`src/rtl/bank_clock_pkg.sv`:
```
`timescale 1ns/1ps
package bank_clock_pkg;
  localparam int DIV_LOG2_MAX  = 2;
  localparam int CNT_W         = DIV_LOG2_MAX + 1;
  localparam int NUM_BANKS     = 4;
  localparam int FEEDBACK_BANK = 1;
  localparam int SEL_W         = 4;

  typedef enum logic [1:0] {LVL_LOW, LVL_MID, LVL_HIGH} lvl_t;
  typedef enum logic [1:0] {MODE_DIV1, MODE_DIV2, MODE_DIVMAX, MODE_INV} mode_t;
  typedef enum logic [1:0] {KIND_PLAIN, KIND_DIVIDE, KIND_INVERT} kind_t;

  // 2'b11 is folded onto MID
  function automatic lvl_t decode_lvl(input logic [1:0] code);
    case (code)
      2'b00:   return LVL_LOW;
      2'b10:   return LVL_HIGH;
      default: return LVL_MID;
    endcase
  endfunction

  function automatic logic pair_both_low(input logic [SEL_W-1:0] sel);
    return (decode_lvl(sel[1:0]) == LVL_LOW) && (decode_lvl(sel[3:2]) == LVL_LOW);
  endfunction

  function automatic logic pair_both_high(input logic [SEL_W-1:0] sel);
    return (decode_lvl(sel[1:0]) == LVL_HIGH) && (decode_lvl(sel[3:2]) == LVL_HIGH);
  endfunction

  function automatic kind_t kind_of_bank(input int b);
    if (b == 2) return KIND_DIVIDE;
    if (b == 3) return KIND_INVERT;
    return KIND_PLAIN;
  endfunction

  function automatic mode_t select_mode(input kind_t kind, input logic [SEL_W-1:0] sel);
    mode_t m;
    m = MODE_DIV1;
    if (kind != KIND_PLAIN) begin
      if (pair_both_low(sel))
        m = MODE_DIV2;
      else if (pair_both_high(sel))
        m = (kind == KIND_DIVIDE) ? MODE_DIVMAX : MODE_INV;
    end
    return m;
  endfunction

  // waveform value for a given counter phase
  function automatic logic wave_bit(input mode_t m, input logic [CNT_W-1:0] c);
    case (m)
      MODE_DIV2:   return c[1];
      MODE_DIVMAX: return c[CNT_W-1];
      MODE_INV:    return ~c[0];
      default:     return c[0];
    endcase
  endfunction

  function automatic logic stop_level(input mode_t m, input logic edge_rise);
    return (m == MODE_INV) ? edge_rise : 1'b0;
  endfunction
endpackage

```
`src/rtl/bank_clock_counter.sv`:
```
`timescale 1ns/1ps
module bank_clock_counter #(
  parameter int W = 3
) (
  input  logic         clk,
  input  logic         rst_n,
  output logic [W-1:0] cnt_next,
  output logic         wrap
);
  logic [W-1:0] cnt_q;

  assign cnt_next = cnt_q + 1'b1;
  assign wrap     = &cnt_q;

  always_ff @(posedge clk or negedge rst_n) begin
    if (!rst_n) cnt_q <= '0;
    else        cnt_q <= cnt_next;
  end
endmodule

```
`src/rtl/bank_clock_ctrl.sv`:
```
`timescale 1ns/1ps
module bank_clock_ctrl
  import bank_clock_pkg::*;
#(
  parameter int NB = 4,
  parameter int FB = 1
) (
  input  logic [1:0]          test_lvl,
  input  logic                run_n,
  input  logic [NB*SEL_W-1:0] sel_flat,
  output logic                bypass,
  output logic [NB-1:0]       want
);
  lvl_t tmode;
  logic sub_mode;

  assign tmode    = decode_lvl(test_lvl);
  assign bypass   = (tmode == LVL_HIGH) || ((tmode == LVL_MID) && !run_n);
  assign sub_mode = (tmode == LVL_MID) && run_n;

  for (genvar b = 0; b < NB; b++) begin : g_want
    assign want[b] = sub_mode ? !pair_both_low(sel_flat[b*SEL_W +: SEL_W])
                              : (!run_n || (b == FB));
  end
endmodule

```
`src/rtl/bank_clock_lane.sv`:
```
`timescale 1ns/1ps
module bank_clock_lane
  import bank_clock_pkg::*;
#(
  parameter kind_t KIND = KIND_PLAIN
) (
  input  logic             clk,
  input  logic             rst_n,
  input  logic [CNT_W-1:0] cnt_next,
  input  logic             wrap,
  input  logic [SEL_W-1:0] sel,
  input  logic             want,
  input  logic             edge_rise,
  output logic [1:0]       mode_o,
  output logic             gate_o,
  output logic             level_o,
  output logic             q_o
);
  mode_t pend_q, mode_q, mode_new;
  logic  lvl_new, w_new, gate_new;

  always_comb begin
    mode_new = wrap ? pend_q : mode_q;
    lvl_new  = stop_level(mode_new, edge_rise);
    w_new    = wave_bit(mode_new, cnt_next);
    // gate moves only when the wave sits at the stop level
    gate_new = (w_new == lvl_new) ? want : gate_o;
  end

  always_ff @(posedge clk or negedge rst_n) begin
    if (!rst_n) begin
      pend_q <= MODE_DIV1;
      mode_q <= MODE_DIV1;
      gate_o <= 1'b0;
      q_o    <= 1'b0;
    end else begin
      pend_q <= select_mode(KIND, sel);
      if (wrap) mode_q <= pend_q;
      gate_o <= gate_new;
      q_o    <= gate_new ? w_new : lvl_new;
    end
  end

  assign mode_o  = mode_q;
  assign level_o = stop_level(mode_q, edge_rise);
endmodule

```
`src/rtl/bank_clock_gen.sv`:
```
`timescale 1ns/1ps
module bank_clock_gen
  import bank_clock_pkg::*;
#(
  parameter int OUTS_PER_BANK = 2
) (
  input  logic                     fast_clk,
  input  logic                     rst_n,
  input  logic                     ref_clk,
  input  logic [1:0]               test_lvl,
  input  logic                     run_n,
  input  logic                     edge_rise,
  input  logic [SEL_W-1:0]         sel1,
  input  logic [SEL_W-1:0]         sel2,
  input  logic [SEL_W-1:0]         sel3,
  input  logic [SEL_W-1:0]         sel4,
  output logic [OUTS_PER_BANK-1:0] q1,
  output logic [OUTS_PER_BANK-1:0] q2,
  output logic [OUTS_PER_BANK-1:0] q3,
  output logic [OUTS_PER_BANK-1:0] q4
);
  logic [NUM_BANKS*SEL_W-1:0] sel_flat;
  logic [CNT_W-1:0]           cnt_next;
  logic                       wrap;
  logic                       bypass;
  logic [NUM_BANKS-1:0]       want;
  logic [NUM_BANKS-1:0]       gate_vec;
  logic [NUM_BANKS-1:0]       level_vec;
  logic [NUM_BANKS-1:0]       qreg_vec;
  logic [2*NUM_BANKS-1:0]     mode_vec;

  assign sel_flat = {sel4, sel3, sel2, sel1};

  bank_clock_counter #(.W(CNT_W)) u_cnt (
    .clk      (fast_clk),
    .rst_n    (rst_n),
    .cnt_next (cnt_next),
    .wrap     (wrap)
  );

  bank_clock_ctrl #(.NB(NUM_BANKS), .FB(FEEDBACK_BANK)) u_ctrl (
    .test_lvl (test_lvl),
    .run_n    (run_n),
    .sel_flat (sel_flat),
    .bypass   (bypass),
    .want     (want)
  );

  for (genvar b = 0; b < NUM_BANKS; b++) begin : g_lane
    bank_clock_lane #(.KIND(kind_of_bank(b))) u_lane (
      .clk       (fast_clk),
      .rst_n     (rst_n),
      .cnt_next  (cnt_next),
      .wrap      (wrap),
      .sel       (sel_flat[b*SEL_W +: SEL_W]),
      .want      (want[b]),
      .edge_rise (edge_rise),
      .mode_o    (mode_vec[2*b +: 2]),
      .gate_o    (gate_vec[b]),
      .level_o   (level_vec[b]),
      .q_o       (qreg_vec[b])
    );
  end

  assign q1 = bypass ? {OUTS_PER_BANK{ref_clk}} : {OUTS_PER_BANK{qreg_vec[0]}};
  assign q2 = bypass ? {OUTS_PER_BANK{ref_clk}} : {OUTS_PER_BANK{qreg_vec[1]}};
  assign q3 = bypass ? {OUTS_PER_BANK{ref_clk}} : {OUTS_PER_BANK{qreg_vec[2]}};
  assign q4 = bypass ? {OUTS_PER_BANK{ref_clk}} : {OUTS_PER_BANK{qreg_vec[3]}};
endmodule

```
`config.mk`:
```
export PLATFORM = sky130hd
export DESIGN_NAME = bank_clock_gen
export DESIGN_NICKNAME = d
export VERILOG_FILES = /design/src/rtl/bank_clock_pkg.sv /design/src/rtl/bank_clock_counter.sv /design/src/rtl/bank_clock_ctrl.sv /design/src/rtl/bank_clock_lane.sv /design/src/rtl/bank_clock_gen.sv
export SDC_FILE = /design/constraint.sdc
export NUM_CORES = 1
export LEC_CHECK = 0
export ABC_AREA = 1
export BUFFER_PORTS_ARGS = -buffer_cell sky130_fd_sc_hd__buf_4
export CORE_AREA = 10 10 72 50
export CTS_BUF_LIST = sky130_fd_sc_hd__clkbuf_16
export CTS_CLUSTER_SIZE = 16
export DETAILED_ROUTE_END_ITERATION = 6
export DIE_AREA = 0 0 82 60
export PLACE_DENSITY_LB_ADDON = 0.05
export SKIP_CTS_REPAIR_TIMING = 1
export SLEW_MARGIN = 5
export SYNTH_ARGS = -nofsm -noshare
export SYNTH_HDL_FRONTEND = slang
export SYNTH_SLANG_ARGS = --single-unit
```
`constraint.sdc`:
```
create_clock -name fast_clk -period 4.4 [get_ports fast_clk]
set_input_delay 1.1 -clock fast_clk [delete_from_list [all_inputs] [get_ports fast_clk]]
set_output_delay 1.1 -clock fast_clk [all_outputs]
set_load 0.005 [all_outputs]
```
==> reports/results.tsv <==
stage	metric	value	unit
logic_synthesis	netlist_area	0.00124	mm^2
cts	clk_latency	0.25	ns
cts	htreeDepth	1	
timing	setup_viol	0	
route	post_drt_via_cell_ratio	5.23	
power_and_ir_drop	leakagePower	0.840	nW
job	drv_cap	0	
power_and_ir_drop	vdd_drop_max	0.219	mV
finish	regArea	576	um^2
floorplan	die_y	60	um
cts	cts_made_buffers	3	
grt	grt_max_degree	24	
finish	drive_gt1_frac	0.215	
grt	antenna_found_initial	0	
grt	grt_usage	0.132	
power_and_ir_drop	p_per_area	311	mW/mm^2
placement	hpwl	2.40	mm
critical_path	end_kind	output port	
route	drt_first_pass_iters	4	
grt	grt_pass1_wl	5.17	mm
logic_synthesis	ys_warn_count	0	
critical_path	start_kind	input port	
route	vias	1140	
timing	rsz0062_at_grt	false	
floorplan	fp.dieW	82	um
power_and_ir_drop	p_sw_frac	0.219	
route	postRouteAntennaNets	0	
timing	relSlewSlack	0.760	
cts	cts_root_buf	clkbuf_16	
timing	skew	0.00184	ns
floorplan	initial_core_util	0.530	
logic_synthesis	ys_ff_latch	23	
power_and_ir_drop	power.share.clock	0.408	
critical_path	reg2reg_slack	2.28	ns
floorplan	die_area	0.00492	mm^2
grt	first_global_vias	1200	
timing	fin_crit_sh	0.675	
route	dr.first_iter.drc_count	122	
finish	fillers	216	
grt	grt-ovfl-total	0	
hold_path	hp-class	reg -> reg	
critical_path	worstSetupPathType	in -> out	
placement	gp_congestion	0.874	
critical_path	path_max_fanout	5	
timing	worstMarginPinSlew	0.356	ns
power_and_ir_drop	pwr-share-comb	0.120	
cts	clkSinkCount	23	
timing	hold_viol	0	
timing	min_period	2.97	ns
finish	multi_input_area	542	um^2
finish	syn2layout_area_growth	22.6	%
outcome	outcome	completed	
timing	slew_viol_final	0	
critical_path	required	3.30	ns
placement	port_buffers	30	
floorplan	fp.coreArea	0.00235	mm^2
power_and_ir_drop	internal-power	0.000370	W
route	drt_wl_total	3.06	mm
power_and_ir_drop	p_switching	0.000104	W
floorplan	rows	14	
power_and_ir_drop	totalPowerFinal	0.000474	W
logic_synthesis	yosysSeqAreaShare	0.463	
power_and_ir_drop	seqPwrFrac	0.472	
cts	clock_path_buffers	2	
floorplan	ioPinCount	31	
cts	clk_pin_slew_worst_paths	0.06	ns
critical_path	arrival	1.87	ns
logic_synthesis	syn_inst	157	
timing	setup_tns	0	ns
finish	insertedDiodeCount	0	
route	wire_per_inst	14.0	um
cts	cts_tree	built	
route	drc	0	
finish	finalNetCount	213	
timing	fmax	0.337	GHz
logic_synthesis	syn_area_per_cell	7.92	um^2
logic_synthesis	syn-num-nets	183	
logic_synthesis	ys_types	18	
==> worst paths after layout <==
| check | startpoint | end | cells past startpoint |
|---|---|---|---|
| max in group asynchronous | rst_n | g_lane[1].u_lane.mode_o[0] | 1 |
| max reg2reg | u_cnt.cnt_q[0] | g_lane[0].u_lane.gate_o | 10 |
| max | test_lvl[0] | q3[1] | 6 |
| min | g_lane[0].u_lane.gate_o | g_lane[0].u_lane.q_o | 1 |
| min reg2reg | g_lane[0].u_lane.gate_o | g_lane[0].u_lane.q_o | 1 |
| min in group asynchronous | rst_n | g_lane[3].u_lane.pend_q[0] | 1 |
==> worst max-delay path, cell delays in order <==
cell	delay, ns
buf_4	0.12
nor2_1	0.21
nor2_1	0.08
nand2_1	0.11
nand2_1	0.09
buf_4	0.15
==> state kept, by name (all words and copies together), names as in the netlist <==
name	count
g_lane.u_lane.gate_o	4
g_lane.u_lane.q_o	4
g_lane.u_lane.mode_o	8
u_cnt.cnt_q	3
g_lane.u_lane.pend_q	4
==> cells in the mapped netlist <==
library cell,instances,share of area
nand2_1,49,0.15
nand3_1,27,0.11
dfrtp_1,23,0.46
inv_1,16,0.048
o21ai_0,13,0.052
nor2_1,5,0.015
buf_4,4,0.024
nor4_1,4,0.020
ha_1,3,0.030
nand2_2,3,0.015
nand2_4,2,0.018
nor3_1,2,0.0080
bufbuf_16,1,0.026
inv_2,1,0.0030
nand3b_1,1,0.0060
nand4_1,1,0.0050
o21ai_1,1,0.0040
or2_2,1,0.0050
==> cells in the final DEF, fill, tap and decap left out, drive strengths merged <==
cell,count
buf,30
clkbuf,3
dfrtp,23
ha,3
inv,18
nand2,54
nand3,27
nand3b,1
nand4,1
nor2,5
nor3,2
nor4,4
o21ai,14
or2,1
==> per-stage QoR <==
stage / worst slack (ns) / hold slack, ns / util / instance area, um^2 / cells
floorplan: 1.64 / 0.456 / - / 1240 / 157
global placement: 1.50 / 0.473 / 0.616 / 1450 / 214
detailed placement: 1.43 / 0.485 / 0.616 / 1450 / 214
CTS: 1.43 / 0.496 / 0.650 / 1530 / 218
global route: 1.34 / 0.526 / 0.650 / 1530 / 218
finish: 1.43 / 0.494 / 0.650 / 1530 / 218
==> per-layer routing <==
metal / wire length (um) / global-route usage / vias up
met5: 0 / 0 / -
met1: 1290 / 0.144 / 543
met3: 129 / 0.0464 / 4
met2: 1600 / 0.246 / 26
met4: 35 / 0.0193 / 0
li1: - / - / 567
==> power groups by stage <==
stage          Combinational, W  Sequential [W]  Clock (W)
5_1_grt               0.0000636        0.000225   0.000209
2_1_floorplan         0.0000249        0.000226          0
3_5_place_dp          0.0000575        0.000227          0
6_report              0.0000569        0.000224   0.000194
3_3_place_gp          0.0000550        0.000227          0
4_1_cts               0.0000578        0.000224   0.000196
==> area by class of cell <==
class	count	area share
Multi-Input combinational cell	112	0.355
Tap cell	32	0.0263
Timing Repair Buffer	30	0.148
Inverter	17	0.0418
Clock buffer	3	0.0492
Clock inverter	1	0.00246
Sequential cell	23	0.377
==> kinds of logic after synthesis <==
kind of cell | count (synthesis) | share of synthesized area
and+or+nand+nor | 95 | 0.349
AOI/OAI and AO/OA | 14 | 0.0563
buffers and inverters | 22 | 0.102
adders and majority gates | 3 | 0.0302
DFF | 23 | 0.463
No activity file was read; power rests on OpenSTA's default activity.
